File: config.mk
export PLATFORM = sky130hd
export DESIGN_NAME = midi_uart_port
export DESIGN_NICKNAME = d
export VERILOG_FILES = /design/src/rtl/midi_uart_pkg.sv /design/src/rtl/midi_tx.sv /design/src/rtl/midi_rx.sv /design/src/rtl/midi_rx_fifo.sv /design/src/rtl/midi_uart_port.sv
export SDC_FILE = /design/constraint.sdc
export NUM_CORES = 1
export LEC_CHECK = 0
export BUFFER_PORTS_ARGS = -buffer_cell sky130_fd_sc_hd__buf_2
export CORE_MARGIN = 1
export CORE_UTILIZATION = 30
export DETAILED_ROUTE_END_ITERATION = 6
export SYNTH_ARGS = -nofsm -noshare
export SYNTH_HDL_FRONTEND = slang
export SYNTH_SLANG_ARGS = --single-unit
File: constraint.sdc
create_clock -name clk -period 7.5 [get_ports clk]
set_clock_uncertainty 0.15 [all_clocks]
set_input_delay 1.5 -clock clk [delete_from_list [all_inputs] [get_ports clk]]
set_output_delay 1.5 -clock clk [all_outputs]
set_load 0.03 [all_outputs]
File: src/rtl/midi_uart_pkg.sv
// Shared constants for the MIDI serial port: command codes, the
// acknowledge byte, register addresses, status bit positions and the
// receiver state type.
package midi_uart_pkg;
    localparam logic [7:0] CMD_RESET     = 8'hFF;
    localparam logic [7:0] CMD_UART_MODE = 8'h3F;
    localparam logic [7:0] ACK_BYTE      = 8'hFE;

    localparam logic REG_DATA = 1'b0;
    localparam logic REG_CMD  = 1'b1;

    localparam int STS_NO_INPUT = 7;
    localparam int STS_TX_BUSY  = 6;

    typedef enum logic [2:0] {
        RX_IDLE,
        RX_START,
        RX_DATA,
        RX_STOP,
        RX_WAIT_HIGH
    } rx_state_t;
endpackage

File: src/rtl/midi_tx.sv
// Serializer. Sends one byte as an 8N1 frame, with BIT_CYCLES clocks per bit.
// Assumes: start is only acted on while busy is low. Bytes offered while
// busy are ignored here, and the caller gates them.
module midi_tx #(
    parameter int BIT_CYCLES = 8000
) (
    input  logic       clk,
    input  logic       rst_n,
    input  logic       start,
    input  logic [7:0] data,
    output logic       busy,
    output logic       txd
);
    localparam int CW = $clog2(BIT_CYCLES + 1);

    logic [CW-1:0] cnt;
    logic [8:0]    shreg;
    logic [3:0]    remaining;

    // Frame sequencer: start bit, then data bits LSB first, then the stop bit.
    always_ff @(posedge clk) begin
        if (!rst_n) begin
            busy      <= 1'b0;
            txd       <= 1'b1;
            cnt       <= '0;
            shreg     <= '0;
            remaining <= '0;
        end else if (!busy) begin
            if (start) begin
                busy      <= 1'b1;
                txd       <= 1'b0;
                shreg     <= {1'b1, data};
                remaining <= 4'd9;
                cnt       <= CW'(BIT_CYCLES - 1);
            end
        end else if (cnt != '0) begin
            cnt <= cnt - 1'b1;
        end else if (remaining == 4'd0) begin
            busy <= 1'b0;
            txd  <= 1'b1;
        end else begin
            txd       <= shreg[0];
            shreg     <= {1'b0, shreg[8:1]};
            remaining <= remaining - 1'b1;
            cnt       <= CW'(BIT_CYCLES - 1);
        end
    end

    a_r5_start_bit_low: assert property (@(posedge clk) disable iff (!rst_n)
        (start && !busy) |=> (busy && !txd));
    a_r5_idle_line_high: assert property (@(posedge clk) disable iff (!rst_n)
        !busy |-> txd);
endmodule

File: src/rtl/midi_rx.sv
// Deserializer. Synchronises the line, finds a start bit, samples each
// bit in its middle, and checks the stop bit. Emits a one-cycle valid pulse
// with the byte. After a bad stop bit it waits for the line to return high.
// Assumes: BIT_CYCLES >= 4.
module midi_rx
    import midi_uart_pkg::*;
#(
    parameter int BIT_CYCLES = 8000
) (
    input  logic       clk,
    input  logic       rst_n,
    input  logic       rxd,
    output logic       valid,
    output logic [7:0] data
);
    localparam int CW   = $clog2(BIT_CYCLES + 1);
    localparam int HALF = BIT_CYCLES / 2;

    logic          sync1, sync2;
    rx_state_t     state;
    logic [CW-1:0] cnt;
    logic [2:0]    idx;
    logic [7:0]    shreg;

    // Two-stage synchroniser for the asynchronous serial input.
    always_ff @(posedge clk) begin
        if (!rst_n) begin
            sync1 <= 1'b1;
            sync2 <= 1'b1;
        end else begin
            sync1 <= rxd;
            sync2 <= sync1;
        end
    end

    // Frame decoder: start check at half bit, then data and stop sampled in the middle of each bit.
    always_ff @(posedge clk) begin
        if (!rst_n) begin
            state <= RX_IDLE;
            cnt   <= '0;
            idx   <= '0;
            shreg <= '0;
            valid <= 1'b0;
            data  <= '0;
        end else begin
            valid <= 1'b0;
            unique case (state)
                RX_IDLE: begin
                    if (!sync2) begin
                        state <= RX_START;
                        cnt   <= CW'(HALF - 1);
                    end
                end
                RX_START: begin
                    if (cnt != '0) begin
                        cnt <= cnt - 1'b1;
                    end else if (!sync2) begin
                        state <= RX_DATA;
                        cnt   <= CW'(BIT_CYCLES - 1);
                        idx   <= '0;
                    end else begin
                        state <= RX_IDLE;
                    end
                end
                RX_DATA: begin
                    if (cnt != '0) begin
                        cnt <= cnt - 1'b1;
                    end else begin
                        shreg <= {sync2, shreg[7:1]};
                        cnt   <= CW'(BIT_CYCLES - 1);
                        if (idx == 3'd7) state <= RX_STOP;
                        idx <= idx + 1'b1;
                    end
                end
                RX_STOP: begin
                    if (cnt != '0) begin
                        cnt <= cnt - 1'b1;
                    end else if (sync2) begin
                        valid <= 1'b1;
                        data  <= shreg;
                        state <= RX_IDLE;
                    end else begin
                        state <= RX_WAIT_HIGH;
                    end
                end
                RX_WAIT_HIGH: begin
                    if (sync2) state <= RX_IDLE;
                end
                default: state <= RX_IDLE;
            endcase
        end
    end

    a_r8_single_pulse: assert property (@(posedge clk) disable iff (!rst_n)
        valid |=> !valid);
    a_r8_no_byte_after_bad_stop: assert property (@(posedge clk) disable iff (!rst_n)
        (state == RX_WAIT_HIGH) |=> !valid);
endmodule

File: src/rtl/midi_rx_fifo.sv
// Receive FIFO with flush, drop-on-full and a sticky overflow flag.
// Assumes: a flush in the same cycle as a push leaves only the pushed item.
// The overflow flag clears only on flush.
module midi_rx_fifo #(
    parameter int WIDTH = 8,
    parameter int DEPTH = 16
) (
    input  logic             clk,
    input  logic             rst_n,
    input  logic             flush,
    input  logic             push,
    input  logic [WIDTH-1:0] din,
    input  logic             pop,
    output logic [WIDTH-1:0] head,
    output logic [$clog2(DEPTH+1)-1:0] level,
    output logic             overflow
);
    localparam int AW = (DEPTH > 1) ? $clog2(DEPTH) : 1;
    localparam int LW = $clog2(DEPTH + 1);

    logic [WIDTH-1:0] mem [DEPTH];
    logic [AW-1:0]    wr_ptr, rd_ptr;
    logic             full, empty, do_pop, do_push;

    assign full    = (level == LW'(DEPTH));
    assign empty   = (level == '0);
    assign do_pop  = pop && !empty;
    assign do_push = push && (!full || do_pop);
    assign head    = mem[rd_ptr];

    function automatic logic [AW-1:0] wrap_inc(input logic [AW-1:0] p);
        return (p == AW'(DEPTH - 1)) ? '0 : p + 1'b1;
    endfunction

    // Pointer, level and overflow tracking.
    always_ff @(posedge clk) begin
        if (!rst_n) begin
            wr_ptr   <= '0;
            rd_ptr   <= '0;
            level    <= '0;
            overflow <= 1'b0;
        end else if (flush) begin
            rd_ptr   <= '0;
            wr_ptr   <= push ? AW'(1 % DEPTH) : '0;
            level    <= push ? LW'(1) : '0;
            overflow <= 1'b0;
        end else begin
            if (do_push) wr_ptr <= wrap_inc(wr_ptr);
            if (do_pop)  rd_ptr <= wrap_inc(rd_ptr);
            if (do_push && !do_pop) level <= level + 1'b1;
            else if (do_pop && !do_push) level <= level - 1'b1;
            if (push && !do_push) overflow <= 1'b1;
        end
    end

    // Storage write; a flush restarts writing at entry 0.
    always_ff @(posedge clk) begin
        if (flush) begin
            if (push) mem[0] <= din;
        end else if (do_push) begin
            mem[wr_ptr] <= din;
        end
    end

    a_r9_level_bound: assert property (@(posedge clk) disable iff (!rst_n)
        level <= LW'(DEPTH));
    a_r9_drop_when_full: assert property (@(posedge clk) disable iff (!rst_n)
        (push && !pop && !flush && level == LW'(DEPTH)) |=> (overflow && level == LW'(DEPTH)));
    a_r4_pop_shrinks: assert property (@(posedge clk) disable iff (!rst_n)
        (pop && !push && !flush && level != '0) |=> (level == $past(level) - 1'b1));
endmodule

File: src/rtl/midi_uart_port.sv
// Host-facing MIDI port. Decodes the two registers, runs the command and
// acknowledge protocol, gates transmission and routes received bytes.
// Assumes: bus_rd and bus_wr are single-cycle strobes and are not both set.
// A received byte that completes in the same cycle as a command write is
// discarded, because the acknowledge takes the FIFO write port.
module midi_uart_port
    import midi_uart_pkg::*;
#(
    parameter int CLK_HZ     = 250_000_000,
    parameter int BAUD       = 31_250,
    parameter int FIFO_DEPTH = 16
) (
    input  logic       clk,
    input  logic       rst_n,
    input  logic       bus_wr,
    input  logic       bus_rd,
    input  logic       bus_addr,
    input  logic [7:0] bus_wdata,
    output logic [7:0] bus_rdata,
    input  logic       midi_in,
    output logic       midi_out,
    output logic       irq,
    output logic       rx_overflow
);
    localparam int BIT_CYCLES = CLK_HZ / BAUD;
    localparam int LW         = $clog2(FIFO_DEPTH + 1);

    logic          uart_mode;
    logic          cmd_wr, data_wr, data_rd;
    logic          is_reset_cmd, is_mode_cmd, ack_push;
    logic          tx_busy, tx_ready, tx_start;
    logic          rx_valid;
    logic [7:0]    rx_byte, fifo_head, fifo_din;
    logic [LW-1:0] fifo_level;
    logic          fifo_empty, fifo_push;
    logic [7:0]    status;

    assign cmd_wr       = bus_wr && (bus_addr == REG_CMD);
    assign data_wr      = bus_wr && (bus_addr == REG_DATA);
    assign data_rd      = bus_rd && (bus_addr == REG_DATA);
    assign is_reset_cmd = cmd_wr && (bus_wdata == CMD_RESET);
    assign is_mode_cmd  = cmd_wr && (bus_wdata == CMD_UART_MODE);
    assign ack_push     = is_reset_cmd || is_mode_cmd;

    assign fifo_empty = (fifo_level == '0);
    assign tx_ready   = !tx_busy && fifo_empty;
    assign tx_start   = data_wr && uart_mode && tx_ready;

    assign fifo_push = ack_push || (rx_valid && uart_mode && !cmd_wr);
    assign fifo_din  = ack_push ? ACK_BYTE : rx_byte;

    // Mode register: set by the pass-through command, cleared by reset command.
    always_ff @(posedge clk) begin
        if (!rst_n)            uart_mode <= 1'b0;
        else if (is_reset_cmd) uart_mode <= 1'b0;
        else if (is_mode_cmd)  uart_mode <= 1'b1;
    end

    // Status word: active-low availability flags in the two top bits.
    always_comb begin
        status               = '0;
        status[STS_NO_INPUT] = fifo_empty;
        status[STS_TX_BUSY]  = !tx_ready;
    end

    // Read mux: status at the command address, FIFO head (or zero) at data.
    always_comb begin
        if (bus_addr == REG_CMD) bus_rdata = status;
        else if (fifo_empty)     bus_rdata = 8'h00;
        else                     bus_rdata = fifo_head;
    end

    assign irq = !fifo_empty;

    midi_tx #(.BIT_CYCLES(BIT_CYCLES)) u_tx (
        .clk   (clk),
        .rst_n (rst_n),
        .start (tx_start),
        .data  (bus_wdata),
        .busy  (tx_busy),
        .txd   (midi_out)
    );

    midi_rx #(.BIT_CYCLES(BIT_CYCLES)) u_rx (
        .clk   (clk),
        .rst_n (rst_n),
        .rxd   (midi_in),
        .valid (rx_valid),
        .data  (rx_byte)
    );

    midi_rx_fifo #(.WIDTH(8), .DEPTH(FIFO_DEPTH)) u_fifo (
        .clk      (clk),
        .rst_n    (rst_n),
        .flush    (is_reset_cmd),
        .push     (fifo_push),
        .din      (fifo_din),
        .pop      (data_rd),
        .head     (fifo_head),
        .level    (fifo_level),
        .overflow (rx_overflow)
    );

    a_r2_reset_cmd_leaves_ack: assert property (@(posedge clk) disable iff (!rst_n)
        is_reset_cmd |=> (fifo_level == LW'(1) && !uart_mode && !rx_overflow));
    a_r3_mode_cmd_enters: assert property (@(posedge clk) disable iff (!rst_n)
        is_mode_cmd |=> (uart_mode && fifo_level != '0));
    a_r12_other_cmd_no_mode_change: assert property (@(posedge clk) disable iff (!rst_n)
        (cmd_wr && !ack_push) |=> $stable(uart_mode));
    a_r6_hold_off_on_pending_input: assert property (@(posedge clk) disable iff (!rst_n)
        (data_wr && fifo_level != '0 && !tx_busy) |=> !tx_busy);
    a_r7_no_send_outside_mode: assert property (@(posedge clk) disable iff (!rst_n)
        (data_wr && !uart_mode && !tx_busy) |=> !tx_busy);
endmodule

==> metrics.md <==
| Metric | Value |
|---|---|
| Outcome | finished, final reports clean |
| Hold_buf cts | 0 |
| Number of DRC markers in iteration 0 | 404 |
| Yosys reg bits | 213 |
| Grt total ovfl | 0 |
| Met3 Wirelength | between 500 and 600 µm |
| CTS HTree Levels | 1 |
| GPL Wtd Cong | 0.798 |
| Worst slew pin tran | 1.25 ns |
| Metal1 wirelength | 8740 µm |
| R2R depth | 7 |
| Number of detailed-route iterations in the first pass | 5 |
| Die H | 177 µm |
| Slew headroom | 16.2% |
| RSZ-0062 raised after global routing | no |
| N_diodes | 0 |
| F_max | 218 MHz |
| Share of cells above drive strength 1 | 17.0% |
| Port Buffers | 24 |
| Placed Cells | 1,090 |
| Vias | 5,711 |
| Setup Viol. Count Final | 0 |
| Mapped Nets | 736 |
| Hold Crit Depth | 1 |
| Skew-Pair Late Insertion Delay | 0.52 ns |
| Post-synth top area share | roughly two fifths |
| Avg Synthesized Cell Area | 12.9 µm² |
| Leakage | 0.00343 µW |
| Worst VDD drop | 181 µV |
| Crit path arrival time | 2.94 ns |
| Pwr/cell area | around 280 nW/µm² |
| I/O pin total | 25 |
| Number of synthesis warnings | 0 |
| Vias in the first global route | 5,490 |
| GRT Total Usage | 12.0% |
| Worst hold path class | register to register |
| Hold slack | roughly 0.26 ns |
| Post-route ant nets | 0 |
| Placeable Area | 29,900 µm² |
| Antenna violations before repair | 0 |
| Slew Limit Fails | 0 |
| Crit path time final | 4.59 ns |
| Die W | roughly 180 µm |
| CTS clock-pin slew for the worst setup and hold paths | 0.06 ns |
| CTS Root Cell | clkbuf_16 |
| Startpoint type of the worst setup path | register |
| CTS tree | built |
| First-pass GRT wire length | roughly 30,000 µm |
| Inserted Clock Buffers | 23 |
| # rows | 63 |
| Finished Layout Cells | 1,132 |
| Critical Path RT | 5.85 ns |
| Routed len/inst | 16.3 µm |
| Drt total wl | between 15,000 and 20,000 µm |
| Post-synth ARST share | 0% |
| EDFF count, synth | between 100 and 150 |
| Post-layout net count | ~750 |
| Post-synth cell types | 63 |
| Final Hold Viols | 0 |
| Die area | 31,200 µm² |
| Quantity of gates resized following cts | 0 |
| Via/cell ratio | approximately 5.0 |
| Post-CTS Setup Inserts | 0 |
| Synth area leader | edfxtp_1 |
| Met2 routed WL | 8770 µm |
| # Max-Cap Violations | 0 |
| Dpl ws | around 2.9 ns |
| # DRC | 0 |
| Synth Flop Type | edfxtp_1 |
| Synth Cell Area | 9160 µm² |
| Worst Setup End Kind | output pin |
| Sequential element share of the synthesized area | 60.5% |
| Starting Density | about 31% |
| Syn Inst Count | between 700 and 800 |
| Dominant cells by area after synthesis | edfxtp_1, dfxtp_1, mux4_2, mux2i_1, nor2_1 |
| Syn-to-layout area delta | 14.1% |
| Crit path kind | register to output pin |
| Critical Path Fanout Max | 32 |
| Dpl hpwl | 12,300 µm |
| Maximum buffer depth of the clock tree | 3 |
| Largest net degree at the start of global routing | 33 |
| Total negative setup slack | 0 ns |
| Total clock sinks | 213 |
| Final period util | 61.1% |
| Max Used Layer | met4 |
| Worst Setup Slack, final | approximately 2.9 ns |
| Pwr Total | 2890 µW |
-- routing by layer --
| metal | vias up | track usage, % |
|---|---|---|
| li1 | 2741 | - |
| met5 | - | 0 |
| met3 | 22 | 1.61 |
| met4 | 0 | 3.81 |
| met2 | 103 | 19.4 |
| met1 | 2845 | 16.5 |
-- power by group --
group / switching (µW) / internal (µW)
logic: 260 / 187
registers: 28.5 / 1250
clock network: 453 / 705
-- final cells by class --
type / count / area (µm²)
fill: 2860 / 19400
sequential: 213 / 5550
multi-input combinational: 441 / 3410
clock buffer: 37 / 691
tap: 390 / 488
timing repair buffer: 28 / 150
clock inverter: 5 / 92.6
inverter: 18 / 67.6
-- flip-flops by register name (all words and copies together), names as in the netlist, named ones only --
signal,flops
u_tx.busy,1
u_tx.shreg,9
u_rx.data,8
u_rx.sync2,1
u_rx.sync1,1
u_tx.remaining,4
u_fifo.wr_ptr,4
u_rx.idx,3
u_fifo.level,5
u_fifo.overflow,1
u_rx.valid,1
u_fifo.rd_ptr,4
u_rx.cnt,13
uart_mode,1
u_fifo.mem,128
u_tx.cnt,13
u_rx.shreg,8
u_rx.state,3
u_tx.txd,1
-- synth_stat cells (all sizes together), types with 11 or more instances --
cell,instances
mux2i,23
nor2,58
mux4,40
buf,11
nand4,12
dfxtp,85
inv,17
a21oi,41
nor3,17
edfxtp,128
ha,12
o21ai,22
nand2,49
nand3,17
clkbuf,26
-- cells by family after synthesis --
| kind of cell | synth area share [%] |
|---|---|
| compound gates | 9.28 |
| xor+xnor | 1.15 |
| fa+ha+maj | 1.86 |
| buf+inv | 2.34 |
| flops | 60.5 |
| mux | 12.5 |
| simple gates | 12.4 |
-- critical path, cell delays in order, from the launching register on --
cell and delay, ns:
dfxtp_2 0.31, buf_4 0.52, mux4_2 0.61, mux4_2 0.49, a21oi_1 0.16, a21oi_1 0.10
buf_2 0.21
-- through the flow --
stage | instance area, µm² | utilization (%)
2_1_floorplan | 9160 | -
3_3_place_gp | 9670 | 32.4
3_5_place_dp | 9670 | 32.4
4_1_cts | 10400 | 35.0
5_1_grt | 10400 | 35.0
6_report | 10400 | 35.0
-- path summary, 6_finish.rpt --
check                           slack (ns)                  endpoint                     start
worst min-delay path                  0.26     u_rx.sync2$_SDFF_PN1_     u_rx.sync1$_SDFF_PN1_
worst min register to register        0.26     u_rx.sync2$_SDFF_PN1_     u_rx.sync1$_SDFF_PN1_
worst max-delay path                  2.91              bus_rdata[6]                  register
worst max register to register        4.27  u_tx.cnt[3]$_SDFFE_PN0P_  u_tx.cnt[0]$_SDFFE_PN0P_
-- layout by cell type (no fill, tap or decap), types with 17 or more instances in the layout --
cell,count
a21oi_1,40
buf_2,24
clkbuf_16,25
dfxtp_1,83
edfxtp_1,128
inv_1,17
mux2i_1,23
mux4_2,40
nand2_1,49
nand3_1,17
nor2_1,58
nor3_1,17
o21ai_0,20
No activity file was read; power rests on OpenSTA's default activity.
